## src/rtl/ycc_ddr_pkg.sv

```systemverilog
package ycc_ddr_pkg;

   typedef enum logic [1:0] {
      STY_UNDEF        = 2'b00,
      STY_NIBBLE_SPLIT = 2'b01,
      STY_LUMA_FIRST   = 2'b10,
      STY_CHROMA_FIRST = 2'b11
   } pin_style_e;

   typedef enum logic [1:0] {
      JUST_UNDEF_LO = 2'b00,
      JUST_LOW      = 2'b01,
      JUST_HIGH     = 2'b10,
      JUST_UNDEF_HI = 2'b11
   } justify_e;

   typedef struct packed {
      logic hs;
      logic vs;
      logic de;
   } vctl_t;

endpackage

```

## src/rtl/ycc_ddr_edge_pair.sv

```systemverilog
module ycc_ddr_edge_pair
   import ycc_ddr_pkg::*;
#(
   parameter int BUS_W = 24
) (
   input  logic             clk,
   input  logic             rst_n,
   input  logic             rise_first,
   input  logic [BUS_W-1:0] bus_i,
   input  vctl_t            ctl_i,
   output logic [BUS_W-1:0] first_o,
   output logic [BUS_W-1:0] second_o,
   output vctl_t            ctl_o
);

   logic [BUS_W-1:0] rise_q;
   logic [BUS_W-1:0] fall_q;
   logic [BUS_W-1:0] fall_hold;
   vctl_t            ctl_q;

   // Falling-edge half of the double-rate input.
   always_ff @(negedge clk or negedge rst_n) begin
      if (!rst_n) fall_q <= '0;
      else        fall_q <= bus_i;
   end

   // Rising-edge half, plus the previous falling sample held for pairing.
   always_ff @(posedge clk or negedge rst_n) begin
      if (!rst_n) begin
         rise_q    <= '0;
         fall_hold <= '0;
         ctl_q     <= '0;
      end else begin
         rise_q    <= bus_i;
         fall_hold <= fall_q;
         ctl_q     <= ctl_i;
      end
   end

   // Pair register: same latency for both edge orders.
   always_ff @(posedge clk or negedge rst_n) begin
      if (!rst_n) begin
         first_o  <= '0;
         second_o <= '0;
         ctl_o    <= '0;
      end else begin
         if (rise_first) begin
            first_o  <= rise_q;
            second_o <= fall_q;
         end else begin
            first_o  <= fall_hold;
            second_o <= rise_q;
         end
         ctl_o <= ctl_q;
      end
   end

endmodule

```

## src/rtl/ycc_ddr_lane_pick.sv

```systemverilog
module ycc_ddr_lane_pick
   import ycc_ddr_pkg::*;
#(
   parameter int BUS_W  = 24,
   parameter int COMP_W = 8,
   parameter int HALVES = 2
) (
   input  logic [1:0]                    justify,
   input  logic [HALVES-1:0][BUS_W-1:0]  wide_i,
   output logic [HALVES-1:0][COMP_W-1:0] lane_o
);

   localparam int TOP_LSB = BUS_W - COMP_W;

   logic take_high;
   assign take_high = (justify_e'(justify) == JUST_HIGH);

   for (genvar g = 0; g < HALVES; g++) begin : g_lane
      assign lane_o[g] = take_high ? wide_i[g][TOP_LSB +: COMP_W]
                                   : wide_i[g][COMP_W-1:0];
   end

endmodule

```

## src/rtl/ycc_ddr_style_decode.sv

```systemverilog
module ycc_ddr_style_decode
   import ycc_ddr_pkg::*;
#(
   parameter int COMP_W = 8
) (
   input  logic [1:0]        style,
   input  logic [COMP_W-1:0] lane_a,
   input  logic [COMP_W-1:0] lane_b,
   output logic [COMP_W-1:0] luma_o,
   output logic [COMP_W-1:0] chroma_o
);

   localparam int HALF = COMP_W / 2;

   always_comb begin
      case (pin_style_e'(style))
         STY_NIBBLE_SPLIT: begin
            luma_o   = {lane_b[HALF-1:0], lane_a[HALF-1:0]};
            chroma_o = {lane_b[COMP_W-1:HALF], lane_a[COMP_W-1:HALF]};
         end
         STY_CHROMA_FIRST: begin
            luma_o   = lane_b;
            chroma_o = lane_a;
         end
         default: begin
            luma_o   = lane_a;
            chroma_o = lane_b;
         end
      endcase
   end

endmodule

```

## src/rtl/ycc422_ddr_capture.sv

```systemverilog
module ycc422_ddr_capture
   import ycc_ddr_pkg::*;
#(
   parameter int BUS_W  = 24,
   parameter int COMP_W = 8
) (
   input  logic              clk,
   input  logic              rst_n,
   input  logic              cfg_rise_first,
   input  logic [1:0]        cfg_style,
   input  logic [1:0]        cfg_justify,
   input  logic [BUS_W-1:0]  ddr_data,
   input  logic              hsync_in,
   input  logic              vsync_in,
   input  logic              de_in,
   output logic [COMP_W-1:0] y_out,
   output logic [COMP_W-1:0] c_out,
   output logic              c_is_cr,
   output logic              out_valid,
   output logic              hsync_out,
   output logic              vsync_out,
   output logic              de_out
);

   localparam int HALVES = 2;

   if (COMP_W % 2 != 0) begin : g_bad_comp
      $error("COMP_W must be even for the nibble-split style");
   end
   if (BUS_W < COMP_W) begin : g_bad_bus
      $error("BUS_W must be at least COMP_W");
   end

   vctl_t                          ctl_in;
   vctl_t                          pair_ctl;
   logic [BUS_W-1:0]               pair_first;
   logic [BUS_W-1:0]               pair_second;
   logic [HALVES-1:0][BUS_W-1:0]   pair_bus;
   logic [HALVES-1:0][COMP_W-1:0]  lanes;
   logic [COMP_W-1:0]              dec_y;
   logic [COMP_W-1:0]              dec_c;

   assign ctl_in = '{hs: hsync_in, vs: vsync_in, de: de_in};

   ycc_ddr_edge_pair #(.BUS_W(BUS_W)) u_pair (
      .clk        (clk),
      .rst_n      (rst_n),
      .rise_first (cfg_rise_first),
      .bus_i      (ddr_data),
      .ctl_i      (ctl_in),
      .first_o    (pair_first),
      .second_o   (pair_second),
      .ctl_o      (pair_ctl)
   );

   assign pair_bus[0] = pair_first;
   assign pair_bus[1] = pair_second;

   ycc_ddr_lane_pick #(.BUS_W(BUS_W), .COMP_W(COMP_W), .HALVES(HALVES)) u_lane (
      .justify (cfg_justify),
      .wide_i  (pair_bus),
      .lane_o  (lanes)
   );

   ycc_ddr_style_decode #(.COMP_W(COMP_W)) u_dec (
      .style    (cfg_style),
      .lane_a   (lanes[0]),
      .lane_b   (lanes[1]),
      .luma_o   (dec_y),
      .chroma_o (dec_c)
   );

   // Output stage: chroma phase restarts on each DE rise.
   always_ff @(posedge clk or negedge rst_n) begin
      if (!rst_n) begin
         y_out     <= '0;
         c_out     <= '0;
         c_is_cr   <= 1'b0;
         out_valid <= 1'b0;
         hsync_out <= 1'b0;
         vsync_out <= 1'b0;
         de_out    <= 1'b0;
      end else begin
         hsync_out <= pair_ctl.hs;
         vsync_out <= pair_ctl.vs;
         de_out    <= pair_ctl.de;
         out_valid <= pair_ctl.de;
         if (pair_ctl.de) begin
            y_out   <= dec_y;
            c_out   <= dec_c;
            c_is_cr <= de_out ? ~c_is_cr : 1'b0;
         end else begin
            y_out   <= '0;
            c_out   <= '0;
            c_is_cr <= 1'b0;
         end
      end
   end

endmodule

```

## config.mk

```make
export PLATFORM = sky130hd
export DESIGN_NAME = ycc422_ddr_capture
export DESIGN_NICKNAME = d
export VERILOG_FILES = /design/src/rtl/ycc_ddr_pkg.sv /design/src/rtl/ycc_ddr_edge_pair.sv /design/src/rtl/ycc_ddr_lane_pick.sv /design/src/rtl/ycc_ddr_style_decode.sv /design/src/rtl/ycc422_ddr_capture.sv
export SDC_FILE = /design/constraint.sdc
export NUM_CORES = 1
export LEC_CHECK = 0
export ABC_AREA = 0
export BUFFER_PORTS_ARGS = -buffer_cell sky130_fd_sc_hd__clkbuf_2
export CORE_MARGIN = 5
export CORE_UTILIZATION = 50
export CTS_BUF_LIST = sky130_fd_sc_hd__clkbuf_16
export CTS_CLUSTER_DIAMETER = 120
export DETAILED_ROUTE_END_ITERATION = 8
export PLACE_DENSITY = 0.79
export SLEW_MARGIN = 20
export SYNTH_ARGS = -nofsm -noshare
export SYNTH_HDL_FRONTEND = slang
export SYNTH_SLANG_ARGS = --single-unit
```

## constraint.sdc

```tcl
create_clock -name clk -period 3.3 [get_ports clk]
set_input_delay 0.66 -clock clk [delete_from_list [all_inputs] [get_ports clk]]
set_output_delay 0.66 -clock clk [all_outputs]
set_load 0.01 [all_outputs]
```

## Word-level counts from Yosys, hierarchy flattened

Cells that the tools add are included.

- Register bits after elaboration: 146
- Bits in latches: 0
- RAM bits: 0
- Bits in read-only memories: 0
- Input port bits: 34
- Output and inout port bits: 21
- Word-level logic and storage cells: 31
- Memories: 0

- Add/subtract/negate cells: 0
- $mul: 0
- Div/mod/pow operators: 0
- Order comparisons: 0
- Equal/unequal tests: 3
- Shift-type cells: 0
- Muxes and demuxes: 10
- Bitwise gates (word level): 1
- Reduce and logical (&&, ||, !) cells: 0

Operator list:

| operator | number |
|---|---|
| 2-to-1 mux 24 bit | 2 |
| 2-to-1 mux 8 bit | 4 |
| one-hot mux 8 bit (2 select lines) | 2 |
| equality test 2 bit, second input constant | 2 |
| equality test 2 x 1 -> 1 bit, second input constant | 1 |
| 2-to-1 mux 1 bit | 2 |
| inverter 1 bit | 1 |

## Depth between registers and ports, before layout

- Depth in word-level cells: 4
- Depth in mapped cells: 7
- Depth with buffers taken out: 4

## Cells and area by module

A second synthesis with hierarchy kept.

- Cells, all modules: 273
- Area total of the unflattened synthesis: 5039.8 sq um

Modules (own cells, without submodules):

| module | instances | cells an instance | area an instance (sq um) | seq. area each (sq um) |
|---|---|---|---|---|
| ycc_ddr_edge_pair | 1 | 179 | 3812.4 | 3153.0 |
| ycc422_ddr_capture | 1 | 39 | 644.4 | 500.5 |
| ycc_ddr_style_decode | 1 | 36 | 320.3 | 0.0 |
| ycc_ddr_lane_pick | 1 | 19 | 262.8 | 0.0 |

==> flow_summary.toml <==
[drt]
drtIter0Drc = 48
wl_per_cell_um = 15.4
vias = 1855
drc = 0
dr.pass1.iters = 4
wirelength_mm = 5.73
avgViaCountPerCell = 4.97
ant_nets = 0

[clock_tree]
clkTransAtPathRegs_ns = 0.07
cts_tree = "done"
ctsRootBufferMaster = "clkbuf_16"
cts_hold_buf = 0
htree_levels = 3
cts_buffers = 9
cts_resized = 0
clock-sinks = 106
cts_setup_buffers = 0
clk-insertion-delay-late_ns = 0.34
cts_buffer_depth = 2

[grt]
grt_util_all_layers_pct = 14.6
grt_antenna_before_repair = 0
grt.overflow.total = 0
grt_start_max_net_pins = 46
first_global_vias = 1916
grt_pass1_wl_mm = 9.93

[floorplanning]
rows = 31
coreArea_um2 = 7210
die_area_um2 = 9190
initial_utilization_pct = 51.1
die_x_um = 95.9
ios = 55
chipHeight_um = 95.9

[synth]
syn_area_um2 = 3690
ys.flop_type = "dfrtp_1"
synth_edf_count = 0
synth_top_area_share_pct = 61.1
synth-xor-area-share_pct = 0
synth.largest_area_cell = "dfrtp_1"
syn-mean-instance-area_um2 = 16.8
synth.area.top_cells = "dfrtp_1 61%, dfrtn_1 11%, mux2_2 9.2%, mux2i_1 4.3%, mux4_1 2.9%"
ys_seq_elements = 106
synthSimpleGateAreaFrac_pct = 5.40
synthMuxAreaShare_pct = 18.8
netlist_instances = 220
yosys_warnings = 0
yosysSeqAreaShare_pct = 71.9
synth.distinct_cells = 23
ys_async_sr_fraction_pct = 100
yosys.area_share.adder_pct = 0
synth_compound_area_share_pct = 1.19
synth_top_family_by_area = "multiplexers"
synth_fp_nets = 254

[final_layout]
layout.cells.non_filler = 373
final_nets = 303
syn2layout_area_growth_pct = 15.5
multi_input_area_um2 = 936
seq_area_um2 = 2650
final_area_um2 = 4260
fillers = 550
antenna_cells = 0
drive_above_1_share_pct = 36.5

[setup_path]
critical-path-max-stage-delay_ns = 0.35
cp_max_fo = 2
required_ns = 3.52
critical_path.top_delay_family = "flip-flops"
critical_path.slowest_cell = "dfrtn_1"
endpoint_kind = "register"
path_cells = "mux2_1"
critPathArrivalTime_ns = 2.65
crit_buf_inv = 0
path_class = "register to register"
worstSetupStartpointType = "register"

[sta]
tightest_slew_ns = 0.793
hold-worst-slack_ns = 0.294
slew_viol_final = 0
relSlewSlack_pct = 47.1
final.setup.tns_ns = 0
finalSetupViolations = 0
clock_skew_ns = 0.00811
rsz0062_at_grt = "false"
hold_viol = 0

[power]
ir_drop_mv = 0.267
power_mw = 2.59
leakagePower_nw = 2.05
powerDensity_nw_per_um2 = 608

[placement]
hpwlAfterDp_mm = 4.07
place.gp.congestion = 0.772
post-place-cells = 357
placed_area_um2 = 3980
port-buffer-count = 46

[flow_run]
cap_viol_max_count = 0

[run_status]
status = "finished, final reports clean"

[hold_path]
min-delay-path-class = "input port to asynchronous set/reset pin"
layer usage:
metal / wire length, um / up-vias / GRT usage [%]
met3: 316 / 16 / 4.14
li1: - / 865 / -
met4: 188 / 0 / 8.65
met1: 2480 / 924 / 19.1
met2: 2740 / 50 / 21.9
met5: 0 / - / 0
final timing paths:
check	startpoint	end	slack, ns	depth (start not counted)
max reg2reg	u_pair.fall_q[22]	u_pair.second_o[22]	0.87	1
max in group asynchronous	rst_n	u_pair.fall_q[18]	1.08	1
min in group clk	u_pair.ctl_q[2]	u_pair.ctl_o[2]	0.35	0
min	rst_n	u_pair.ctl_q[2]	0.29	1
min reg2reg	u_pair.ctl_q[2]	u_pair.ctl_o[2]	0.35	0
max	u_pair.fall_q[22]	u_pair.second_o[22]	0.87	1
layout make-up:
cell class,instances,area share (%)
Sequential cell,106,62.3
Multi-Input combinational cell,101,22.0
Timing Repair Buffer,51,6.34
Clock buffer,9,5.29
Tap cell,99,2.91
Clock inverter,7,1.23
sequential cells by signal (all words and copies together), names as in the netlist:
signal,count
c_is_cr,1
c_out,8
de_out,1
hsync_out,1
u_pair.ctl_o,3
u_pair.ctl_q,3
u_pair.fall_hold,16
u_pair.fall_q,16
u_pair.first_o,16
u_pair.rise_q,16
u_pair.second_o,16
vsync_out,1
y_out,8
where the power goes:
group	total [mW]	internal (mW)	switching, mW
registers	1.42	1.38	0.0380
clock network	0.972	0.518	0.454
logic	0.198	0.0967	0.101
total	2.59	2.00	0.593
placed cells by master, fill, tap and decap left out:
cell	n
dfrtp_1	90
clkbuf_2	45
mux2_2	30
nand2_1	18
mux2i_1	16
dfrtn_1	16
clkbuf_16	9
and3_1	8
nand3_1	7
o21ai_0	7
buf_4	6
mux4_1	4
mux4_2	3
inv_6	3
mux2_1	2
clkinv_4	2
nand2b_4	1
nand2b_1	1
and2_1	1
nand4bb_1	1
o221ai_1	1
and3b_1	1
clkinv_2	1
clkinv_1	1
Yosys cell counts (3+ instances only):
master,instances
and3_1,8
buf_2,5
clkbuf_1,3
dfrtn_1,16
dfrtp_1,90
mux2_2,30
mux2i_1,16
mux4_1,4
mux4_2,3
nand2_1,18
nand3_1,7
o21ai_0,7
per-stage QoR:
stage	util [%]	worst slack (ns)
final	59.1	0.866
after global placement	55.2	0.696
after detailed placement	55.2	0.679
after CTS	59.1	0.868
after global routing	59.1	0.849
after floorplan	-	0.846
kinds of logic after synthesis:
logic type	Yosys count
DFF	106
muxes	55
and+or+nand+nor	38
buffers and inverters	13
AOI/OAI and AO/OA	8
Note: power is estimated with default switching activity, not from simulation.
